### src/rtl/insdec_pkg.sv
package insdec_pkg;

  localparam int WORD_W  = 16;
  localparam int BYTE_W  = 8;
  localparam int OPC_W   = 8;
  localparam int REG_W   = 4;
  localparam int IMM_W   = 8;
  localparam int BOFF_W  = 10;
  localparam int LEN_W   = 3;

  typedef enum logic [1:0] {
    FMT_NONE  = 2'd0,
    FMT_ONE   = 2'd1,
    FMT_TWO   = 2'd2,
    FMT_THREE = 2'd3
  } fmt_e;

  // Format-1 opcode is illegal: zero, the hole at 0x16..0x18, or past 0x39.
  function automatic logic f1_illegal(input logic [OPC_W-1:0] op);
    return (op == 8'h00) || (op >= 8'h16 && op <= 8'h18) || (op > 8'h39);
  endfunction

  // Number of extension bytes that follow a format-1 word.
  function automatic logic [LEN_W-1:0] f1_ext_bytes(input logic [OPC_W-1:0] op);
    logic [LEN_W-1:0] n;
    unique case (op)
      8'h01, 8'h03, 8'h08, 8'h09, 8'h1A, 8'h1B,
      8'h1D, 8'h1F, 8'h20, 8'h22, 8'h24, 8'h30: n = 3'd4;
      8'h0C, 8'h0D, 8'h36, 8'h37, 8'h38, 8'h39:  n = 3'd2;
      default:                                   n = 3'd0;
    endcase
    return n;
  endfunction

  // Format-1 opcodes that leave every general register untouched here.
  function automatic logic f1_no_write(input logic [OPC_W-1:0] op);
    logic r;
    unique case (op)
      8'h09, 8'h0B, 8'h0D, 8'h0E, 8'h0F, 8'h1A, 8'h1E, 8'h1F,
      8'h23, 8'h24, 8'h25, 8'h30, 8'h35, 8'h37, 8'h39: r = 1'b1;
      default:                                         r = 1'b0;
    endcase
    return r;
  endfunction

  // Branch condition code beyond the defined set.
  function automatic logic f3_illegal(input logic [3:0] cond);
    return cond > 4'd9;
  endfunction

endpackage

### src/rtl/insdec_split.sv
module insdec_split
  import insdec_pkg::*;
#(
  parameter int DISP_W = 16
) (
  input  logic [BYTE_W-1:0] byte_first,
  input  logic [BYTE_W-1:0] byte_second,
  output fmt_e              fmt,
  output logic [OPC_W-1:0]  opcode,
  output logic [REG_W-1:0]  reg_a,
  output logic [REG_W-1:0]  reg_b,
  output logic [IMM_W-1:0]  imm8,
  output logic [BOFF_W-1:0] br_off,
  output logic [DISP_W-1:0] br_disp
);

  localparam int SEXT_W = DISP_W - BOFF_W - 1;

  logic [WORD_W-1:0] word;
  assign word = {byte_first, byte_second};

  function automatic logic [DISP_W-1:0] widen_offset(input logic [BOFF_W-1:0] off);
    return {{SEXT_W{off[BOFF_W-1]}}, off, 1'b0};
  endfunction

  always_comb begin
    fmt     = FMT_ONE;
    opcode  = '0;
    reg_a   = '0;
    reg_b   = '0;
    imm8    = '0;
    br_off  = '0;
    br_disp = '0;
    if (!word[15]) begin
      fmt    = FMT_ONE;
      opcode = word[15:8];
      reg_a  = word[7:4];
      reg_b  = word[3:0];
    end else if (!word[14]) begin
      fmt    = FMT_TWO;
      opcode = {6'b0, word[13:12]};
      reg_a  = word[11:8];
      imm8   = word[7:0];
    end else begin
      fmt     = FMT_THREE;
      opcode  = {4'b0, word[13:10]};
      br_off  = word[9:0];
      br_disp = widen_offset(word[9:0]);
    end
  end

endmodule

### src/rtl/insdec_classify.sv
module insdec_classify
  import insdec_pkg::*;
(
  input  fmt_e             fmt,
  input  logic [OPC_W-1:0] opcode,
  output logic [LEN_W-1:0] len,
  output logic             illegal,
  output logic             reg_wr
);

  localparam logic [LEN_W-1:0] BASE_LEN = 3'd2;

  always_comb begin
    len     = BASE_LEN;
    illegal = 1'b0;
    reg_wr  = 1'b0;
    unique case (fmt)
      FMT_ONE: begin
        illegal = f1_illegal(opcode);
        len     = BASE_LEN + (illegal ? 3'd0 : f1_ext_bytes(opcode));
        reg_wr  = !illegal && !f1_no_write(opcode);
      end
      FMT_TWO: begin
        reg_wr = (opcode[1:0] != 2'd3);
      end
      FMT_THREE: begin
        illegal = f3_illegal(opcode[3:0]);
      end
      default: begin
        illegal = 1'b1;
      end
    endcase
  end

endmodule

### src/rtl/insdec_stage.sv
module insdec_stage #(
  parameter bit REG_OUT = 1'b1,
  parameter int W       = 8
) (
  input  logic         clk,
  input  logic         rst_n,
  input  logic [W-1:0] d,
  output logic [W-1:0] q,
  output logic         live
);

  always_ff @(posedge clk or negedge rst_n) begin
    if (!rst_n) live <= 1'b0;
    else        live <= 1'b1;
  end

  generate
    if (REG_OUT) begin : g_reg
      always_ff @(posedge clk or negedge rst_n) begin
        if (!rst_n) q <= '0;
        else        q <= d;
      end
    end else begin : g_pass
      assign q = d;
    end
  endgenerate

endmodule

### src/rtl/insn_word_decoder.sv
module insn_word_decoder
  import insdec_pkg::*;
#(
  parameter bit REG_OUT = 1'b1,
  parameter int DISP_W  = 16
) (
  input  logic              clk,
  input  logic              rst_n,
  input  logic [7:0]        byte_first,
  input  logic [7:0]        byte_second,
  output logic [1:0]        fmt_o,
  output logic [7:0]        opcode_o,
  output logic [3:0]        reg_a_o,
  output logic [3:0]        reg_b_o,
  output logic [7:0]        imm8_o,
  output logic [9:0]        br_off_o,
  output logic [DISP_W-1:0] br_disp_o,
  output logic [2:0]        len_o,
  output logic              illegal_o,
  output logic              reg_wr_o
);

  localparam int PACK_W = 2 + OPC_W + 2*REG_W + IMM_W + BOFF_W + DISP_W + LEN_W + 2;

  fmt_e              dec_fmt;
  logic [OPC_W-1:0]  dec_opc;
  logic [REG_W-1:0]  dec_ra, dec_rb;
  logic [IMM_W-1:0]  dec_imm;
  logic [BOFF_W-1:0] dec_boff;
  logic [DISP_W-1:0] dec_disp;
  logic [LEN_W-1:0]  dec_len;
  logic              dec_ill, dec_wr;
  logic              out_live;

  insdec_split #(.DISP_W(DISP_W)) u_split (
    .byte_first (byte_first),
    .byte_second(byte_second),
    .fmt        (dec_fmt),
    .opcode     (dec_opc),
    .reg_a      (dec_ra),
    .reg_b      (dec_rb),
    .imm8       (dec_imm),
    .br_off     (dec_boff),
    .br_disp    (dec_disp)
  );

  insdec_classify u_class (
    .fmt    (dec_fmt),
    .opcode (dec_opc),
    .len    (dec_len),
    .illegal(dec_ill),
    .reg_wr (dec_wr)
  );

  insdec_stage #(.REG_OUT(REG_OUT), .W(PACK_W)) u_stage (
    .clk  (clk),
    .rst_n(rst_n),
    .d    ({dec_fmt, dec_opc, dec_ra, dec_rb, dec_imm, dec_boff, dec_disp,
            dec_len, dec_ill, dec_wr}),
    .q    ({fmt_o, opcode_o, reg_a_o, reg_b_o, imm8_o, br_off_o, br_disp_o,
            len_o, illegal_o, reg_wr_o}),
    .live (out_live)
  );

  // Output-level consistency between the split and classify paths.
  assert_fmt_known_R1: assert property (@(posedge clk) disable iff (!rst_n)
    out_live |-> fmt_o != 2'd0);

  assert_illegal_short_R8: assert property (@(posedge clk) disable iff (!rst_n)
    (out_live && illegal_o) |-> (len_o == 3'd2 && !reg_wr_o));

  assert_ext_only_f1_R6: assert property (@(posedge clk) disable iff (!rst_n)
    (out_live && len_o != 3'd2) |-> fmt_o == 2'd1);

  assert_branch_clean_R4: assert property (@(posedge clk) disable iff (!rst_n)
    (out_live && fmt_o == 2'd3) |-> (reg_a_o == '0 && reg_b_o == '0 &&
                                     imm8_o == '0 && !reg_wr_o));

  assert_f2_never_bad_R5: assert property (@(posedge clk) disable iff (!rst_n)
    (out_live && fmt_o == 2'd2) |-> !illegal_o);

  assert_sreg_write_quiet_R9: assert property (@(posedge clk) disable iff (!rst_n)
    (out_live && fmt_o == 2'd2 && opcode_o == 8'd3) |-> !reg_wr_o);

  generate
    if (REG_OUT) begin : g_lat_chk
      assert_latency_fmt1_R11: assert property (@(posedge clk) disable iff (!rst_n)
        (out_live && !$past(byte_first[7])) |-> fmt_o == 2'd1);
      assert_latency_byte_R10: assert property (@(posedge clk) disable iff (!rst_n)
        (out_live && !$past(byte_first[7])) |->
          (opcode_o == $past(byte_first) && reg_b_o == $past(byte_second[3:0])));
    end
  endgenerate

endmodule

### config.mk
export PLATFORM = sky130hd
export DESIGN_NAME = insn_word_decoder
export DESIGN_NICKNAME = d
export VERILOG_FILES = /design/src/rtl/insdec_pkg.sv /design/src/rtl/insdec_split.sv /design/src/rtl/insdec_classify.sv /design/src/rtl/insdec_stage.sv /design/src/rtl/insn_word_decoder.sv
export SDC_FILE = /design/constraint.sdc
export NUM_CORES = 1
export LEC_CHECK = 0
export BUFFER_PORTS_ARGS = -buffer_cell sky130_fd_sc_hd__buf_2
export CAP_MARGIN = 20
export CORE_MARGIN = 4
export CORE_UTILIZATION = 46
export CTS_CLUSTER_DIAMETER = 120
export DETAILED_ROUTE_END_ITERATION = 8
export PLACE_DENSITY = 0.86
export RECOVER_POWER = 50
export SLEW_MARGIN = 10
export SYNTH_ARGS = -nofsm -noshare
export SYNTH_HDL_FRONTEND = slang
export SYNTH_HIERARCHICAL = 1
export SYNTH_SLANG_ARGS = --single-unit
### constraint.sdc
create_clock -name clk -period 0.8 [get_ports clk]
set_input_delay 0.16 -clock clk [delete_from_list [all_inputs] [get_ports clk]]
set_output_delay 0.16 -clock clk [all_outputs]
set_load 0.005 [all_outputs]
* After elaboration in Yosys (flattened, before gate mapping)
Memory sizes are Yosys's and may differ from the RTL's. Cells that the tools add are included.
Word-level totals: word-level logic and storage cells 41, bits in read-only memories 192, bits in registers 57, memories 2, bits of input ports 18, output and inout bits 57
Memories:
- (no name shown) | words 64, bits a word 2, read ports 1, clocked after Yosys merged registers in 0, wr ports 0, RTL line insdec_pkg.sv:26 | unique case (op)
- (no name shown) | words 64, bits a word 1, read ports 1, clocked after Yosys merged registers in 0, wr ports 0, RTL line insdec_pkg.sv:38 | unique case (op)
Cells by class: muxes and demuxes 21, order comparisons 4, eq/ne operators 4, add/subtract/negate cells 1, reductions and logical operators 8
Operator list (number):
- 2-to-1 mux 16 bit | 2
- 2-to-1 mux 8 bit | 3
- 2-to-1 mux 10 bit | 2
- 2-to-1 mux 4 bit | 4
- 2-to-1 mux 3 bit | 4
- greater-or-equal comparator 8 x 5 -> 1 bit, second input constant | 1
- > comparator 8 x 6 -> 1 bit, second input constant | 1
- <= comparator 8 x 5 -> 1 bit, second input constant | 1
- logical NOT 8 bit | 1
- == test 2 bit, second input constant | 2
- > comparator 4 bit, second input constant | 1
- adder 2 x 3 -> 3 bit, first input constant | 1
- 2-to-1 mux 1 bit | 3
- one-hot mux 1 bit (3 select lines) | 1
- == test 2 x 1 -> 1 bit, second input constant | 1
- logical AND 1 bit | 2
- logical NOT 1 bit | 2
- logical NOT 2 bit | 1
- logical OR 1 bit | 2
- 2-to-1 mux 2 bit | 1
- != test 2 bit, second input constant | 1
- one-hot mux 1 bit (2 select lines) | 1

* Longest topological paths before layout
Gate-level depths: netlist (run 1).
depth in word-level cells 9, mapped depth 9, gate-level depth less buffers 6

* Cells and area by module
Netlist (run 1), hierarchy kept.
By module, submodules not included:
- insdec_stage | times used 1, sequential area each 1451.4 um2, cells each 59, area each 1455.1 um2
- insdec_classify | times used 1, sequential area each 0.0 um2, cells each 63, area each 465.4 um2
- insdec_split | times used 1, sequential area each 0.0 um2, cells each 70, area each 462.9 um2

* Worst setup path before layout (run 1)
Ideal clock, no wire load.
path type input -> register, from input byte_first[7], to register u_stage.q[4], stages on the path 7, setup time 0.119 ns, arrival time 1.745 ns, path slack -1.064 ns, required time 0.681 ns, buffers on the path 3, cell sequence buf_6 > buf_2 > o21ai_0 > buf_6 > o22ai_1 > a32o_1 > o21a_1
Between the ends: cells in the longest elaborated chain, start to end 8, elaborated cells on any way between the ends 17, those cells by class add/sub: 1; order compare: 3; eq/ne: 1; mux: 6; reduce/logical: 5; memory: 1
RTL lines:
- from (decl) | RTL line insn_word_decoder.sv:9 | input logic [7:0] byte_first,
- 2-to-1 mux 8 bit (*) | RTL line insdec_split.sv:34 | if (!word[15]) begin
- net dec_opc[2] | RTL line insn_word_decoder.sv:26 | logic [OPC_W-1:0] dec_opc;
- branches (longest 4 deep; another with memory read (64 x 2 bit))
- 2-to-1 mux 3 bit (*) | RTL line insdec_classify.sv:20 | len = BASE_LEN + (illegal ? 3'd0 : f1_ext_bytes(opcode));
- adder 2 x 3 -> 3 bit (*) | RTL line insdec_classify.sv:20
- 2-to-1 mux 3 bit (*) | RTL line insdec_classify.sv:17 | unique case (fmt)
- net dec_len[2] | RTL line insn_word_decoder.sv:31 | logic [LEN_W-1:0] dec_len;
- to (signal assigned) | RTL line insdec_stage.sv:20 | if (!rst_n) q <= '0;
- to (signal assigned) | RTL line insdec_stage.sv:21 | else q <= d;
- to (decl) | RTL line insdec_stage.sv:8 | output logic [W-1:0] q,
Mark *: on every way through the listed nets, which the timed path passes. The select of a mux whose other input is x is not followed.

* Worst setup path in the final report (run 1)
from input byte_first[6], to register u_stage.q[4]
Between the ends: cells in the longest elaborated chain, start to end 9, elaborated cells on any way between the ends 19, those cells by class add/sub: 1; order compare: 3; eq/ne: 1; mux: 8; reduce/logical: 5; memory: 1
RTL lines:
- 2-to-1 mux 4 bit (*) | RTL line insdec_split.sv:39 | end else if (!word[14]) begin
- 2-to-1 mux 8 bit (*) | RTL line insdec_split.sv:34
- net dec_opc[1] | RTL line insn_word_decoder.sv:26
- branches (longest 4 deep; another with memory read (64 x 2 bit))
- 2-to-1 mux 3 bit (*) | RTL line insdec_classify.sv:20
- adder 2 x 3 -> 3 bit (*) | RTL line insdec_classify.sv:20
- 2-to-1 mux 3 bit (*) | RTL line insdec_classify.sv:17
- net dec_len[2] | RTL line insn_word_decoder.sv:31
Marks and branches as above.

==> impl_metrics.tcl, run 1 <==
set metrics [dict create \
    status "complete, but fails checks" \
    violations "negative setup slack" \
    rsz0062_at_grt "true" \
    start_util_pct 48.57 \
    io_pins 75 \
    cap_violations 0 \
    p_per_area_nw_per_um2 2060 \
    antenna_found_initial 0 \
    cts_root_buffer "clkbuf_8" \
    hold_start "byte_second[1]" \
    worst-path-stages 9 \
    placed_area_um2 2864 \
    cts_sinks 57 \
    leakage_uw 0.001664 \
    final_cell_count_no_fill 343 \
    die_w_um 79.55 \
    io_buffers 74 \
    nets 295 \
    setup_viol 61 \
    finalMaxSlewViolations 0 \
    critPathTopFamily "compound AO/OA/AOI/OAI gates" \
    gp_congestion 0.8198 \
    crit_buf_inv 3 \
    grt_pass1_vias 1765 \
    viasPerCell 5.012 \
    crit_fanout 7 \
    worst-setup-path-type "in -> reg" \
    timing.setup.tns_ns -10.90 \
    wirelength_mm 5.477 \
    clk_path_buf_depth 2 \
    hold_violations 0 \
    finish.instance_area_um2 3131 \
    critical-path-slowest-cell "mux2i_2" \
    top_register "u_stage/q" \
    postRouteAntennaNets 0 \
    crit_required_ns 1.02 \
    fill_cells 360 \
    num_rows 25 \
    layout_setup_ws_ns -0.4274 \
    post_synth.cell_area_avg_um2 12.39 \
    hold_path_class "in -> reg" \
    finalPower_uw 6449 \
    drive_gt1_share_pct 50.72 \
    die_h_um 79.55 \
    worstSetupStartpointType "input port" \
    cts_buffers 9 \
    cts_tree "yes" \
    gr-total-overflow 0 \
    vias 1719 \
    min_period_ns 1.227 \
    drc 0 \
    worstSetupEndpointType "register" \
    grt_use_total_pct 18.62 \
    ir_drop_v 0.0009103 \
    hpwl_mm 3.384 \
    h-tree-depth 3 \
    cp-startpoint "byte_first[6]" \
    die_area_um2 6327 \
    grt_max_degree 58 \
    fp.coreArea_um2 4848 \
    place_inst 325 \
    antenna_cells 0 \
    wl_per_cell_um 15.97 \
    firstDrtPassIters 4 \
    slowest_delay_ns 0.23 \
    syn-cell-area_um2 2355 \
    first_iter_violations 107 \
    yosys_warnings 6 \
    timing.hold.ws_ns 0.05868 \
    clk_pin_slew_ns 0.06 \
    arrival_ns 1.44 \
    grt_pass1_wl_mm 8.687 \
    reg_top3 "u_stage/q x57" \
    period_share_pct 153.4 \
    fmax_mhz 814.7 \
    postSynthCellCount 190 \
    largest_reg_flops 57 \
    crit_chain "buf_8, mux2i_2, a21oi_2, buf_12, buf_8, xnor2_1, a31oi_1, a21oi_2, o21a_1" \
    syn_to_final_growth_pct 32.94 \
    worstSetupEndpoint "u_stage/q[4]$_DFF_PN0_" \
]
-- repair_timing --
| action | CTS | global route |
|---|---|---|
| resized for setup | 15 | 8 |
| setup buffers | 2 | 0 |
| gates cloned | 1 | 0 |
| hold endpoints to repair | 57 | 0 |
| endpoints found under the setup margin | 61 | 61 |
| hold buffers | 1 | 0 |
| pin swaps | 9 | 7 |
-- how the worst min path moves through the flow --
stage / slack (ns) / cells after the start / end
floorplan: -0.14 / 0 / u_stage/q[0]$_DFF_PN0_
global placement: 0.17 / 2 / u_stage/q[56]$_DFF_PN0_
detailed placement: 0.18 / 2 / u_stage/q[56]$_DFF_PN0_
CTS: 0.05 / 2 / u_stage/q[32]$_DFF_PN0_
global route: 0.06 / 2 / u_stage/q[32]$_DFF_PN0_
finish: 0.06 / 2 / u_stage/q[32]$_DFF_PN0_
-- metrics by stage --
stage | setup slack (ns) | util (%)
4_1_cts | -0.3621 | 64.98
6_report | -0.4274 | 64.57
3_5_place_dp | -0.7989 | 59.07
2_1_floorplan | -0.6485 | -
3_3_place_gp | -0.7659 | 59.07
5_1_grt | -0.4364 | 64.57
-- per-layer routing --
layer | global-route usage, % | wire [um] | up-vias
li1 | - | - | 779
met1 | 20.99 | 2161 | 868
met2 | 31.80 | 2885 | 58
met3 | 5.079 | 285 | 14
met4 | 10.14 | 145 | 0
met5 | 0 | 0 | -
-- area by class of cell --
cell class	instances	area, um2	area share, %
sequential	57	1426	45.56
clock inverter	4	45.04	1.439
clock buffer	10	137.6	4.396
inverter	9	33.78	1.079
timing repair buffer	102	640.6	20.46
tap	67	83.83	2.678
multi-input combinational	94	763.2	24.38
-- placed cells by master (no fill, tap or decap), types with 2 or more instances in the layout --
cell type  instances
a21oi_1            2
a21oi_2            3
a22o_1             4
a31oi_1            2
and2_1             8
and3_1            11
and3_4             2
buf_12             2
buf_2             71
buf_4             19
buf_6              3
buf_8              3
clkbuf_2           2
clkbuf_8          10
clkinv_2           3
conb_1             3
dfrtp_1           57
ha_1               4
inv_1              9
nand2_1            5
nand2b_1           2
nand3_1            2
nand3_2            2
nand3b_1           2
nor2_1             4
nor2_2             2
nor2b_1            8
nor3_2             2
o21ai_2            2
o21ai_4            2
xnor2_1            2
-- power by group --
part / internal [uW] / total [uW] / leakage, uW / switching, uW
Combinational: 420 / 914 / 0.000829 / 494
Sequential: 3020 / 3050 / 0.000737 / 32.8
Clock: 1470 / 2480 / 0.0000978 / 1020
Total: 4910 / 6450 / 0.00166 / 1540
Note: power is estimated with default switching activity, not from simulation.
==> run 2: changes to the inputs <==
- clock period: 0.8 -> 1.1 ns (I/O delays scaled with it)
==> run 2 against run 1 <==
- the run still ends with negative setup slack left
- hold slack improved by 0.070 ns
- utilization rose by 4.2 points
- die area is the same
- cell area is 6.5% higher
- clock power shrank 15%
- largest power group unchanged
==> impl_metrics.tcl, run 2 (same netlist as run 1, synthesis figures left out) <==
set metrics [dict create \
    status "complete, but fails checks" \
    violations "negative setup slack" \
    firstDrtPassIters 4 \
    final_util_pct 68.77 \
    gr-total-overflow 0 \
    top_register "u_stage/q" \
    vias 1777 \
    worst-setup-path-type "in -> reg" \
    die_w_um 79.55 \
    grt_use_total_pct 18.95 \
    cts_root_buffer "clkbuf_8" \
    hpwl_mm 3.539 \
    crit_required_ns 1.30 \
    io_buffers 74 \
    final_cell_count_no_fill 364 \
    first_iter_violations 114 \
    mostFrequentLayoutCells "buf_2, dfrtp_1, buf_4" \
    setup_viol 5 \
    drive_gt1_share_pct 51.85 \
    nets 314 \
    drc 0 \
    postRouteAntennaNets 0 \
    antenna_cells 0 \
    grt_pass1_wl_mm 8.914 \
    wl_per_cell_um 15.82 \
    start_util_pct 48.57 \
    place_inst 336 \
    leakage_uw 0.001771 \
    largest_reg_flops 57 \
    wirelength_mm 5.760 \
    layout_setup_ws_ns -0.2610 \
    hold_path_class "in -> reg" \
    grt_max_degree 39 \
    fill_cells 350 \
    rsz0062_at_grt "true" \
    cts_tree "yes" \
    viasPerCell 4.882 \
    p_per_area_nw_per_um2 1525 \
    io_pins 75 \
    min_period_ns 1.361 \
    reg_top3 "u_stage/q x57" \
    period_share_pct 123.7 \
    gp_congestion 0.7804 \
    hold_violations 0 \
    hold_start "byte_second[1]" \
    num_rows 25 \
    cts_buffers 9 \
    finalPower_uw 5084 \
    finalMaxSlewViolations 0 \
    arrival_ns 1.56 \
    clk_pin_slew_ns 0.06 \
    crit_fanout 15 \
    fp.coreArea_um2 4848 \
    grt_pass1_vias 1848 \
    die_h_um 79.55 \
    min_path_cells 2 \
    die_area_um2 6327 \
    min_to "u_stage/q[32]$_DFF_PN0_" \
    cap_violations 0 \
    worstSetupStartpointType "input port" \
    syn_to_final_growth_pct 41.60 \
    final_common_cell "buf_2" \
    dp_slack_ns -0.6260 \
    clk_path_buf_depth 2 \
    cts_sinks 57 \
    h-tree-depth 3 \
    ir_drop_v 0.0006816 \
    antenna_found_initial 0 \
    fmax_mhz 734.8 \
    worstSetupEndpointType "register" \
]
run 2: cell type report:
class / count / area (um2) / area share, %
Clock inverter: 4 / 76.32 / 2.289
Multi-Input combinational cell: 95 / 767.0 / 23.00
Tap cell: 67 / 83.83 / 2.514
Inverter: 9 / 33.78 / 1.013
Timing Repair Buffer: 120 / 802.0 / 24.05
Clock buffer: 12 / 145.1 / 4.353
Sequential cell: 57 / 1426 / 42.78
run 2: metal layers:
layer | up-vias | track usage [%] | routed length, um
met2 | 64 | 34.47 | 3225
met1 | 888 | 20.66 | 2154
met5 | - | 0 | 0
li1 | 819 | - | -
met4 | 0 | 8.935 | 75
met3 | 6 | 4.289 | 305
run 2: worst max-delay path by stage:
stage | from | endpoint | slack [ns] | depth (start not counted)
3_5_place_dp | byte_first[6] | u_stage/q[4]$_DFF_PN0_ | -0.63 | 9
5_1_grt | byte_first[7] | u_stage/q[1]$_DFF_PN0_ | -0.26 | 7
2_1_floorplan | byte_first[7] | u_stage/q[1]$_DFF_PN0_ | -0.41 | 9
6_report | byte_first[7] | u_stage/q[1]$_DFF_PN0_ | -0.26 | 7
3_3_place_gp | byte_first[6] | u_stage/q[4]$_DFF_PN0_ | -0.56 | 9
4_1_cts | byte_first[6] | u_stage/q[4]$_DFF_PN0_ | -0.13 | 8
run 2: where the power goes:
group	leakage (uW)	switching [uW]	internal, uW
clock	0.000107	770	1340
combinational	0.000927	380	372
sequential	0.000737	25.2	2190
run 2: metrics by stage:
stage / instance area [um2] / hold WS [ns] / setup TNS, ns
finish: 3334 / 0.1290 / -0.8115
global route: 3334 / 0.1127 / -0.9718
CTS: 3307 / 0.1128 / -0.4675
detailed placement: 2904 / 0.2117 / -3.667
global placement: 2904 / 0.2018 / -3.117
floorplan: 2446 / -0.07559 / -1.473
run 2: repair_timing:
action	4_1_cts	5_1_grt
hold buffers	1	0
endpoints found under the setup margin	4	5
pin swaps	7	2
gates cloned	1	1
resized for setup	21	3
setup buffers	9	1
endpoints found under the hold margin	57	0
run 2: worst max-delay path, stage by stage:
cell and delay (ns):
buf_8 0.16, nand3_1 0.23, o21ai_4 0.21, nor4_4 0.08, a2bb2oi_2 0.20, nand3_1 0.13, a221o_1 0.33
==> run 3: changes to the inputs <==
- SETUP_SLACK_MARGIN: default -> 0.2
==> run 3 against run 2 <==
- the flow still finishes with violations (negative setup slack)
- sequential power about the same
- sequential cell count unchanged
- hold slack got worse by 0.019 ns
- first-iteration DRC count increased by 2.6%
- worst setup slack improved by 0.090 ns
- cell area decreased by 3.0%
- total power decreased by 11%
- clock power decreased by 23%
- sequential share of layout area increased by 1.3 points
- largest cell class unchanged
- largest power group unchanged
==> impl_metrics.tcl, run 3 (same netlist as run 1, synthesis figures left out) <==
set metrics [dict create \
    place_inst 336 \
    grt_pass1_wl_mm 8.190 \
    start_util_pct 48.57 \
    wl_per_cell_um 14.63 \
    ir_drop_v 0.0008431 \
    timing.hold.ws_ns 0.1099 \
    hpwl_mm 3.523 \
    cts_sinks 57 \
    cp-startpoint "byte_first[6]" \
    power_frac_clock_pct 35.7 \
    arrival_ns 1.49 \
    fp.coreArea_um2 4848 \
    combPwrFrac_pct 15.6 \
    layout_setup_ws_ns -0.1710 \
    p_sw_uw 1199 \
    final_cell_count_no_fill 358 \
    p_seq_share_pct 48.7 \
    p_per_area_nw_per_um2 1407 \
    vias 1704 \
    fill_cells 336 \
    leakage_uw 0.001725 \
    crit_fanout 6 \
    cap_violations 0 \
    dp_slack_ns -0.6456 \
    reg_top3 "u_stage/q x57" \
    postRouteAntennaNets 0 \
    timing.setup.tns_ns -0.5140 \
    status "complete, but fails checks" \
    hold_path_class "in -> reg" \
    hold_violations 0 \
    critical-path-slowest-cell "a221o_1" \
    mostFrequentLayoutCells "buf_2, dfrtp_1, buf_4" \
    grt_max_degree 58 \
    violations "negative setup slack" \
    power.internal_uw 3350 \
    die_h_um 79.55 \
    gr-total-overflow 0 \
    p_sw_share_pct 26.36 \
    wirelength_mm 5.236 \
    finalMaxSlewViolations 0 \
    drive_gt1_share_pct 54.30 \
    cts_tree "yes" \
    io_buffers 74 \
    die_w_um 79.55 \
    gp_congestion 0.8507 \
    io_pins 75 \
    grt_use_total_pct 17.75 \
    crit_chain "buf_12, mux2i_4, a21oi_4, buf_6, nor4_4, a2bb2oi_4, nand3_2, a221o_1" \
    clk_path_buf_depth 2 \
    largest_reg_flops 57 \
    worstSetupEndpoint "u_stage/q[1]$_DFF_PN0_" \
    fmax_mhz 786.8 \
    multiInputGateArea_um2 789.5 \
    antenna_cells 0 \
    regArea_um2 1426 \
    grt_pass1_vias 1662 \
    top_register "u_stage/q" \
    cts_buffers 9 \
    period_share_pct 115.5 \
    h-tree-depth 3 \
    rsz0062_at_grt "true" \
    firstDrtPassIters 4 \
    clk_pin_slew_ns 0.07 \
    final_util_pct 66.68 \
    nets 308 \
    antenna_found_initial 0 \
    slowest_delay_ns 0.30 \
    worst-setup-path-type "in -> reg" \
    setup_viol 4 \
    drc 0 \
    worstSetupStartpointType "input port" \
    min_period_ns 1.271 \
    crit_required_ns 1.32 \
    syn_to_final_growth_pct 37.30 \
    worstSetupEndpointType "register" \
    die_area_um2 6327 \
    viasPerCell 4.760 \
    cts_root_buffer "clkbuf_8" \
    num_rows 25 \
    first_iter_violations 117 \
    final_common_cell "buf_2" \
]
[run 3: per-layer routing]
| metal | up-vias | wire (um) | share of wire [%] | GRT usage [%] |
|---|---|---|---|---|
| li1 | 806 | - | - | - |
| met1 | 827 | 1924 | 37 | 18.61 |
| met2 | 60 | 2805 | 54 | 30.97 |
| met3 | 11 | 388 | 7.4 | 6.208 |
| met4 | 0 | 118 | 2.3 | 9.450 |
| met5 | - | 0 | 0 | 0 |
[run 3: worst min path at each step]
stage	from	end	slack [ns]	depth (start not counted)
floorplan	rst_n	u_stage/q[0]$_DFF_PN0_	-0.08	0
global placement	rst_n	u_stage/q[6]$_DFF_PN0_	0.23	2
detailed placement	rst_n	u_stage/q[29]$_DFF_PN0_	0.24	2
CTS	byte_second[2]	u_stage/q[33]$_DFF_PN0_	0.09	2
global route	byte_second[3]	u_stage/q[34]$_DFF_PN0_	0.11	2
finish	byte_second[2]	u_stage/q[33]$_DFF_PN0_	0.11	2
[run 3: final cells by class]
type | count | share of cell area, %
inverters | 9 | 1.045
flip-flops and latches | 57 | 44.12
multi-input cells | 93 | 24.42
clock buffers | 9 | 3.831
well taps | 67 | 2.593
clock inverters | 7 | 1.432
repair buffers | 116 | 22.56
[run 3: critical path: cells and delay by family]
| kind | cells | cell delay [ns] |
|---|---|---|
| AO/OA/AOI/OAI | 3 | 0.71 |
| buffers and inverters | 2 | 0.25 |
| multiplexers | 1 | 0.18 |
| AND/OR/NAND/NOR | 2 | 0.13 |
[run 3: power by group through the flow]
stage / logic, uW / registers (uW) / clock network, uW
final: 709 / 2220 / 1620
after floorplan: 338 / 2270 / 0
after global routing: 776 / 2220 / 1780
after global placement: 605 / 2260 / 0
after CTS: 678 / 2220 / 1660
after detailed placement: 619 / 2260 / 0
[run 3: per-stage QoR]
stage / instance area (um2) / total power [uW]
2_1_floorplan: 2451 / 2612
3_3_place_gp: 2897 / 2861
3_5_place_dp: 2897 / 2875
4_1_cts: 3179 / 4558
5_1_grt: 3233 / 4783
6_report: 3233 / 4549
[run 3: what timing repair did]
item	CTS	global route
endpoints found under the setup margin	61	61
setup buffers	3	2
hold buffers	1	0
hold endpoints to repair	57	0
gates resized for setup	19	7
pin swaps	11	7
